### src/rtl/dac_seg_pkg.sv
package dac_seg_pkg;

   // Number of unit cells a thermometer field of the given width drives.
   function automatic int unary_cells(input int w);
      return (1 << w) - 1;
   endfunction

   // Number of grid rows needed to hold the cells of a field.
   function automatic int grid_rows(input int cells, input int cols);
      return (cells + cols - 1) / cols;
   endfunction

endpackage

### src/rtl/seg_unary_dec.sv
module seg_unary_dec
   import dac_seg_pkg::*;
#(
   parameter int W    = 5,
   parameter int COLS = 8,
   parameter int N    = unary_cells(W)
) (
   input  logic [W-1:0] val,
   output logic [N-1:0] on
);

   generate
      if (COLS > 1 && COLS < N) begin : g_grid
         localparam int CB   = $clog2(COLS);
         localparam int ROWS = grid_rows(N, COLS);

         if ((1 << CB) != COLS) begin : g_bad_cols
            $error("seg_unary_dec: COLS must be a power of two");
         end

         logic [W-CB-1:0] row_sel;
         logic [CB-1:0]   col_sel;
         logic [ROWS-1:0] row_full;
         logic [ROWS-1:0] row_part;
         logic [COLS-1:0] col_lt;

         assign row_sel = val[W-1:CB];
         assign col_sel = val[CB-1:0];

         // Row decode: rows below the selected row are full, the selected row is partly filled.
         for (genvar r = 0; r < ROWS; r++) begin : g_row
            assign row_full[r] = int'(row_sel) > r;
            assign row_part[r] = int'(row_sel) == r;
         end

         // Column decode, shared by every row.
         for (genvar c = 0; c < COLS; c++) begin : g_col
            assign col_lt[c] = int'(col_sel) > c;
         end

         for (genvar r = 0; r < ROWS; r++) begin : g_cell_r
            for (genvar c = 0; c < COLS; c++) begin : g_cell_c
               if (r * COLS + c < N) begin : g_used
                  assign on[r*COLS+c] = row_full[r] | (row_part[r] & col_lt[c]);
               end
            end
         end
      end else begin : g_linear
         for (genvar i = 0; i < N; i++) begin : g_line
            assign on[i] = int'(val) > i;
         end
      end
   endgenerate

endmodule

### src/rtl/seg_mbb_drive.sv
module seg_mbb_drive #(
   parameter int N = 8
) (
   input  logic         clk,
   input  logic         rst_n,
   input  logic [N-1:0] want,
   output logic [N-1:0] pos,
   output logic [N-1:0] neg
);

   logic [N-1:0] hist_q;
   logic [N-1:0] pos_q;
   logic [N-1:0] neg_q;

   // A side is held closed if either the current or the previous request selects it,
   // so the closing switch leads and the opening switch trails by one edge.
   always_ff @(posedge clk or negedge rst_n) begin
      if (!rst_n) begin
         hist_q <= '0;
         pos_q  <= '0;
         neg_q  <= '1;
      end else begin
         hist_q <= want;
         pos_q  <= want | hist_q;
         neg_q  <= ~want | ~hist_q;
      end
   end

   assign pos = pos_q;
   assign neg = neg_q;

endmodule

### src/rtl/seg_cs_dac_dec.sv
module seg_cs_dac_dec
   import dac_seg_pkg::*;
#(
   parameter int CODE_W   = 12,
   parameter int BIN_W    = 3,
   parameter int MID_W    = 4,
   parameter int TOP_W    = 5,
   parameter int MID_COLS = 0,
   parameter int TOP_COLS = 8,
   parameter int MID_N    = unary_cells(MID_W),
   parameter int TOP_N    = unary_cells(TOP_W)
) (
   input  logic              clk,
   input  logic              rst_n,
   input  logic [CODE_W-1:0] code_in,
   output logic [BIN_W-1:0]  bin_pos,
   output logic [BIN_W-1:0]  bin_neg,
   output logic [MID_N-1:0]  mid_pos,
   output logic [MID_N-1:0]  mid_neg,
   output logic [TOP_N-1:0]  top_pos,
   output logic [TOP_N-1:0]  top_neg
);

   localparam int MID_LO = BIN_W;
   localparam int TOP_LO = BIN_W + MID_W;

   generate
      if (CODE_W != BIN_W + MID_W + TOP_W) begin : g_bad_split
         $error("seg_cs_dac_dec: field widths must add up to CODE_W");
      end
      if (BIN_W < 1 || MID_W < 1 || TOP_W < 1) begin : g_bad_width
         $error("seg_cs_dac_dec: every field needs at least one bit");
      end
      if (MID_N != unary_cells(MID_W) || TOP_N != unary_cells(TOP_W)) begin : g_bad_cells
         $error("seg_cs_dac_dec: cell counts must match field widths");
      end
   endgenerate

   logic [BIN_W-1:0] bin_want;
   logic [MID_N-1:0] mid_want;
   logic [TOP_N-1:0] top_want;

   assign bin_want = code_in[BIN_W-1:0];

   seg_unary_dec #(.W(MID_W), .COLS(MID_COLS), .N(MID_N)) i_mid_dec (
      .val (code_in[MID_LO +: MID_W]),
      .on  (mid_want)
   );

   seg_unary_dec #(.W(TOP_W), .COLS(TOP_COLS), .N(TOP_N)) i_top_dec (
      .val (code_in[TOP_LO +: TOP_W]),
      .on  (top_want)
   );

   seg_mbb_drive #(.N(BIN_W)) i_bin_drv (
      .clk (clk), .rst_n (rst_n), .want (bin_want), .pos (bin_pos), .neg (bin_neg)
   );

   seg_mbb_drive #(.N(MID_N)) i_mid_drv (
      .clk (clk), .rst_n (rst_n), .want (mid_want), .pos (mid_pos), .neg (mid_neg)
   );

   seg_mbb_drive #(.N(TOP_N)) i_top_drv (
      .clk (clk), .rst_n (rst_n), .want (top_want), .pos (top_pos), .neg (top_neg)
   );

endmodule

### config.mk
export PLATFORM = sky130hd
export DESIGN_NAME = seg_cs_dac_dec
export DESIGN_NICKNAME = d
export VERILOG_FILES = /design/src/rtl/dac_seg_pkg.sv /design/src/rtl/seg_unary_dec.sv /design/src/rtl/seg_mbb_drive.sv /design/src/rtl/seg_cs_dac_dec.sv
export SDC_FILE = /design/constraint.sdc
export NUM_CORES = 1
export LEC_CHECK = 0
export CORE_MARGIN = 2
export CORE_UTILIZATION = 49
export CTS_CLUSTER_SIZE = 40
export DETAILED_ROUTE_END_ITERATION = 10
export PLACE_DENSITY = 0.79
export SLEW_MARGIN = 20
export SYNTH_ARGS = -nofsm -noshare
export SYNTH_HDL_FRONTEND = slang
export SYNTH_SLANG_ARGS = --single-unit
export TNS_END_PERCENT = 1
### constraint.sdc
create_clock -name clk -period 1.2 [get_ports clk]
set_input_delay 0.18 -clock clk [delete_from_list [all_inputs] [get_ports clk]]
set_output_delay 0.18 -clock clk [all_outputs]
set_load 0.05 [all_outputs]
* After elaboration in Yosys (flattened, before gate mapping)
Index checks and enable logic that the tools add are counted.
** Storage, ports and cells
- Bits in registers :: 147
- RAM bits :: 0
- Output and inout port bits :: 98
- Memories kept :: 0
- ROM bits :: 0
- Latch bits :: 0
- Input bits :: 14
- Logic and storage cells :: 99
** Cells by class
- Div/mod/pow operators :: 0
- Order comparisons :: 25
- $mul :: 0
- Bitwise operators :: 61
- Multiplexer cells :: 0
- Eq/ne operators :: 3
- Shifts and indexed selects :: 0
- Reduce and logical (&&, ||, !) cells :: 1
- Add/subtract/negate cells :: 0
** Operators by type and width (number)
- 31-bit NOT :: 2
- 31-bit bitwise OR :: 2
- 15-bit NOT :: 2
- 15-bit bitwise OR :: 2
- 1-bit bitwise AND :: 28
- 4-bit > comparator (second input constant) :: 7
- 1-bit bitwise OR :: 21
- 4-bit by 3-bit > comparator with 1-bit output (second input constant) :: 4
- 3-bit > comparator (second input constant) :: 3
- 4-bit by 1-bit > comparator with 1-bit output (second input constant) :: 2
- 4-bit by 2-bit > comparator with 1-bit output (second input constant) :: 2
- 3-bit by 1-bit > comparator with 1-bit output (second input constant) :: 2
- 3-bit by 2-bit > comparator with 1-bit output (second input constant) :: 2
- 3-bit NOT :: 2
- 3-bit bitwise OR :: 2
- 2-bit == test (second input constant) :: 2
- 2-bit by 1-bit > comparator with 1-bit output (second input constant) :: 2
- 2-bit by 1-bit == test with 1-bit output (second input constant) :: 1
- 2-bit > comparator (second input constant) :: 1
- 2-bit zero test :: 1

* Longest topological paths before layout
- Depth in word-level cells :: 5
- Gate-level depth with buffers :: 5
- Mapped depth without buffers :: 3

* Hierarchy
A second synthesis with hierarchy kept.
** Second synthesis, totals
- Cell total of the unflattened synthesis :: 322
- Area, all modules :: 4644.5 um^2
** Modules (own cells, without submodules)
- seg_mbb_drive at i_top_drv :: cells each 155, sequential area each 2366.0 um^2, times used 1, area an instance 2676.3 um^2
- seg_mbb_drive at i_mid_drv :: cells each 75, sequential area each 1144.8 um^2, times used 1, area an instance 1295.0 um^2
- seg_unary_dec at i_top_dec :: cells each 53, sequential area each 0.0 um^2, times used 1, area an instance 274.0 um^2
- seg_mbb_drive at i_bin_drv :: cells each 15, sequential area each 229.0 um^2, times used 1, area an instance 259.0 um^2
- seg_unary_dec at i_mid_dec :: cells each 24, sequential area each 0.0 um^2, times used 1, area an instance 140.1 um^2

* Least setup slack after synthesis
No wires, ideal clock.
- Kind :: input-to-reg
- Start :: in code_in[9]
- End :: reg i_top_drv.pos_q[2] (netlist: i_top_drv.pos[2])
- Stages :: 3
- Data required time :: 1.069 ns
- Library setup time :: 0.131 ns
- Arrival time :: 0.988 ns
- Path slack :: 0.081 ns
- Buffers on the path :: 1
- Cells stage by stage :: or3_1 buf_2 or3_1
** On the way
- Cells in the longest elaborated chain, start to end :: 4
** Ends and longest elaborated chain
- start: declaration :: line seg_cs_dac_dec.sv:15 : input logic [CODE_W-1:0] code_in,
- 3-bit by 2-bit > comparator with 1-bit output :: line seg_unary_dec.sv:38 : assign col_lt[c] = int'(col_sel) > c;
- 1-bit bitwise AND :: line seg_unary_dec.sv:44 : assign on[r*COLS+c] = row_full[r] | (row_part[r] & col_lt[c]);
- 1-bit bitwise OR :: line seg_unary_dec.sv:44
- 31-bit bitwise OR :: line seg_mbb_drive.sv:24 : pos_q <= want | hist_q;
- end signal: assignment :: line seg_mbb_drive.sv:24
- end: declaration :: line seg_mbb_drive.sv:12 : logic [N-1:0] pos_q;
Every way passes these cells.

* Worst setup path in the final report
- Start :: reg i_top_drv.neg_q[26] (netlist: i_top_drv.neg[26])
- End :: out top_neg[26]
** RTL lines
- start: declaration :: line seg_mbb_drive.sv:13 : logic [N-1:0] neg_q;
- start signal: assignment :: line seg_mbb_drive.sv:25 : neg_q <= ~want | ~hist_q;
- end: declaration :: line seg_cs_dac_dec.sv:21 : output logic [TOP_N-1:0] top_neg
No word-level cell between the ends.

==> results.md <==
- Status: complete, but fails checks
- Failing checks: setup timing
- Storage element area: 3740 um2
- Mean Syn Cell Area: 14.6 um2
- Fin. Hold Viols: 0
- End of the critical path: top_neg[26]
- Final min period: 1.39 ns
- 1st-pass router iterations: 5
- Final layout net count: 503
- Finished Core Util: 83.0%
- Post-CTS setup buffers: 0
- DIE AREA: 10,600 um2
- Port bufs: 111
- Largest cells by area after synthesis: dfrtp_1, dfstp_2, or2_2
- Worst vdd ir: 1.16 mV
- Achievable Freq: 0.720 GHz
- Initial Util: 49.8%
- Slowest Stage Delay on Critical Path: 0.56 ns
- Crit-path max FO: 1
- Worst reg2reg setup slack: roughly 0.31 ns
- IO Pins: 112
- # setup viols final: 98
- Leak: 3.62 nW
- Max Slew Vio Count: 0
- Post-Syn Instances: 330
- CP Launch Type: flip-flop
- Commonest cells in the synthesized netlist: dfrtp_1, dfstp_2, nand2_1
- Total gr overflow: 0
- Post-route DRC: 0
- Crit end category: primary output
- Core Footprint: 9640 um2
- Synthesized area: 4800 um2
- CTS tree: yes
- First-pass GRT wire length: 17,100 um
- Pin count of the biggest net entering global routing: 39
- Iter 0 DRT Violations: 122
- Required @ worst endpoint: 1.02 ns
- Post-route design area: 8000 um2
- Worst R2R End: i_top_drv.pos[1]$_DFF_PN0_
- Vias per cell: 4.98
- Clk_skew: 0.0113 ns
- Top_reg_cell synth: dfrtp_1
- Clk_lat worst skew: roughly 0.52 ns
- Fill count: 496
- R2r startpoint: i_top_drv.hist_q[1]$_DFF_PN0_
- Area Overhead vs Synth: 66.5%
- Reg2Reg Depth: 1
- Area of the multi-input gates: 972 um2
- Post-DP HPWL: around 7600 um
- # Max-Cap Violations: 0
- Die Ht: about 100 um
- Vias in the first global route: 3,311
- Post-synth EDFFs: 0
- Number of antenna violations at the first check in global routing: 0
- Register bit count reported by yosys: 147
- Fin crit share: 116%
- Total CTS buffers: 17
- Most common cell in the synthesized netlist: dfrtp_1
- Routed Antenna Nets: 0
- Ant diodes: 0
- Gp weighted congestion: 0.840
- Critical path, cell by cell: buf_12
- Critical path depth in cells: 1
- Row cnt: 36
- CTS sink count: 147
- RSZ-0062 raised after global routing: true
- Clock Tree Buf Depth: 2
- Worst Setup SP: i_top_drv.neg[26]$_DFF_PN1_
- Netlist cell types: 33
- Top cell type's share of synthesized area: 51.1%
- Sequential fraction of the synthesis area: 77.9%
- CTS H-Tree Depth: 4
- Buf+Inv Stages, Crit Path: 1
- Kind of critical path: reg2out
- Delay-heaviest family, CP: flip-flops
- Power per cell area: 1600 nW/um2
- Root Driver: clkbuf_8
- CTS clk-pin slew, worst paths: 0.06 ns
- Worst-Margin Slew: 0.388 ns
- WP data arrival: roughly 1.2 ns
- Final worst setup slack: -0.190 ns
- Die width: slightly above 100 um
- Wire per inst: 17.6 um
- Worst-path cell with the longest stage delay: dfstp_2
- Placed inst area: 7370 um2
- Slew headroom: ~74%
- Post-Syn Nets: between 300 and 400
- Hold crit path type: in2async
- Ys async rst share: 100%
- Layout cells sized above 1: 52.0%
- Tot GR Track Use: 22.0%
- Largest area contributor in the netlist: dfrtp_1
- Vias: 3,162
- Final wirelength: 11,200 um
- Synth warn: 0
[report_power, final]
part           internal (mW)  switching (mW)
Combinational          0.929            1.05
Sequential              5.28           0.198
Clock                   3.31            2.06
Total                   9.52            3.31
[how the worst min path moves through the flow]
stage	depth (start not counted)	slack, ns	start	endpoint
after global placement	1	0.11	rst_n	i_top_drv.pos[11]$_DFF_PN0_
final	2	0.14	rst_n	i_top_drv.pos[11]$_DFF_PN0_
after global routing	1	0.15	code_in[1]	i_bin_drv.hist_q[1]$_DFF_PN0_
after CTS	2	0.14	rst_n	i_top_drv.pos[11]$_DFF_PN0_
after floorplan	0	-0.12	rst_n	i_bin_drv.hist_q[0]$_DFF_PN0_
after detailed placement	1	0.11	rst_n	i_top_drv.pos[17]$_DFF_PN0_
[sequential cells by signal, indices dropped and copies added, names as in the netlist, 15 cells and up]
name              cells
i_mid_drv.neg        15
i_top_drv.pos        31
i_mid_drv.pos        15
i_top_drv.hist_q     31
i_mid_drv.hist_q     15
i_top_drv.neg        31
[cells by family (layout without fill, tap and decap cells)]
| group | after synthesis | count (layout) | share of synthesized area, % |
|---|---|---|---|
| flip-flops | 147 | 147 | 77.9 |
| buffers and inverters | 23 | 195 | 1.90 |
| AND/OR/NAND/NOR | 111 | 111 | 12.3 |
| AO/OA/AOI/OAI | 49 | 49 | 7.89 |
[routing by layer]
layer,vias to the layer above,routed length [um],GRT usage (%)
li1,1420,-,-
met1,1637,4010,25.0
met2,89,6650,40.6
met3,16,370,4.81
met4,0,176,8.10
met5,-,0,0
[cell usage in the layout (no fill, tap or decap), drive strengths merged, types with 2 or more instances in the layout]
| cell | instances |
|---|---|
| o21a | 6 |
| o211a | 2 |
| nand2 | 33 |
| o21ai | 8 |
| inv | 6 |
| dfstp | 49 |
| and2 | 9 |
| buf | 148 |
| a31o | 4 |
| bufinv | 3 |
| dfrtp | 98 |
| o311ai | 2 |
| nand3 | 9 |
| o31a | 2 |
| clkdlybuf4s50 | 12 |
| nor2 | 5 |
| clkinvlp | 2 |
| and3 | 4 |
| or2 | 32 |
| a21o | 16 |
| a211o | 4 |
| clkbuf | 19 |
| or3 | 13 |
| clkinv | 4 |
| nand2b | 2 |
| a311o | 2 |
[area by class of cell]
class	count	share of cell area [%]
Clock buffer	19	5.52
Clock inverter	13	2.14
Inverter	2	0.0939
Multi-Input combinational cell	160	12.2
Sequential cell	147	46.8
Tap cell	133	2.08
Timing Repair Buffer	161	31.3
[metrics by stage]
stage / setup WS (ns) / TNS (ns) / std cells / total power [mW] / hold WS [ns]
after floorplan: 0.0810 / 0 / 330 / 6.34 / -0.116
after global placement: -0.403 / -26.16 / 602 / 7.47 / 0.107
after detailed placement: -0.474 / -31.90 / 602 / 7.54 / 0.113
after CTS: -0.215 / -13.04 / 635 / 12.9 / 0.135
after global routing: -0.220 / -14.02 / 635 / 13.3 / 0.155
final: -0.190 / -10.70 / 635 / 12.8 / 0.139
[repair_timing]
| item | in CTS | in global routing |
|---|---|---|
| hold endpoints to repair | 108 | 0 |
| hold buffers | 1 | 0 |
| setup endpoints to repair | 98 | 99 |
| gates resized for setup | 0 | 1 |
Note: power is estimated with default switching activity, not from simulation.
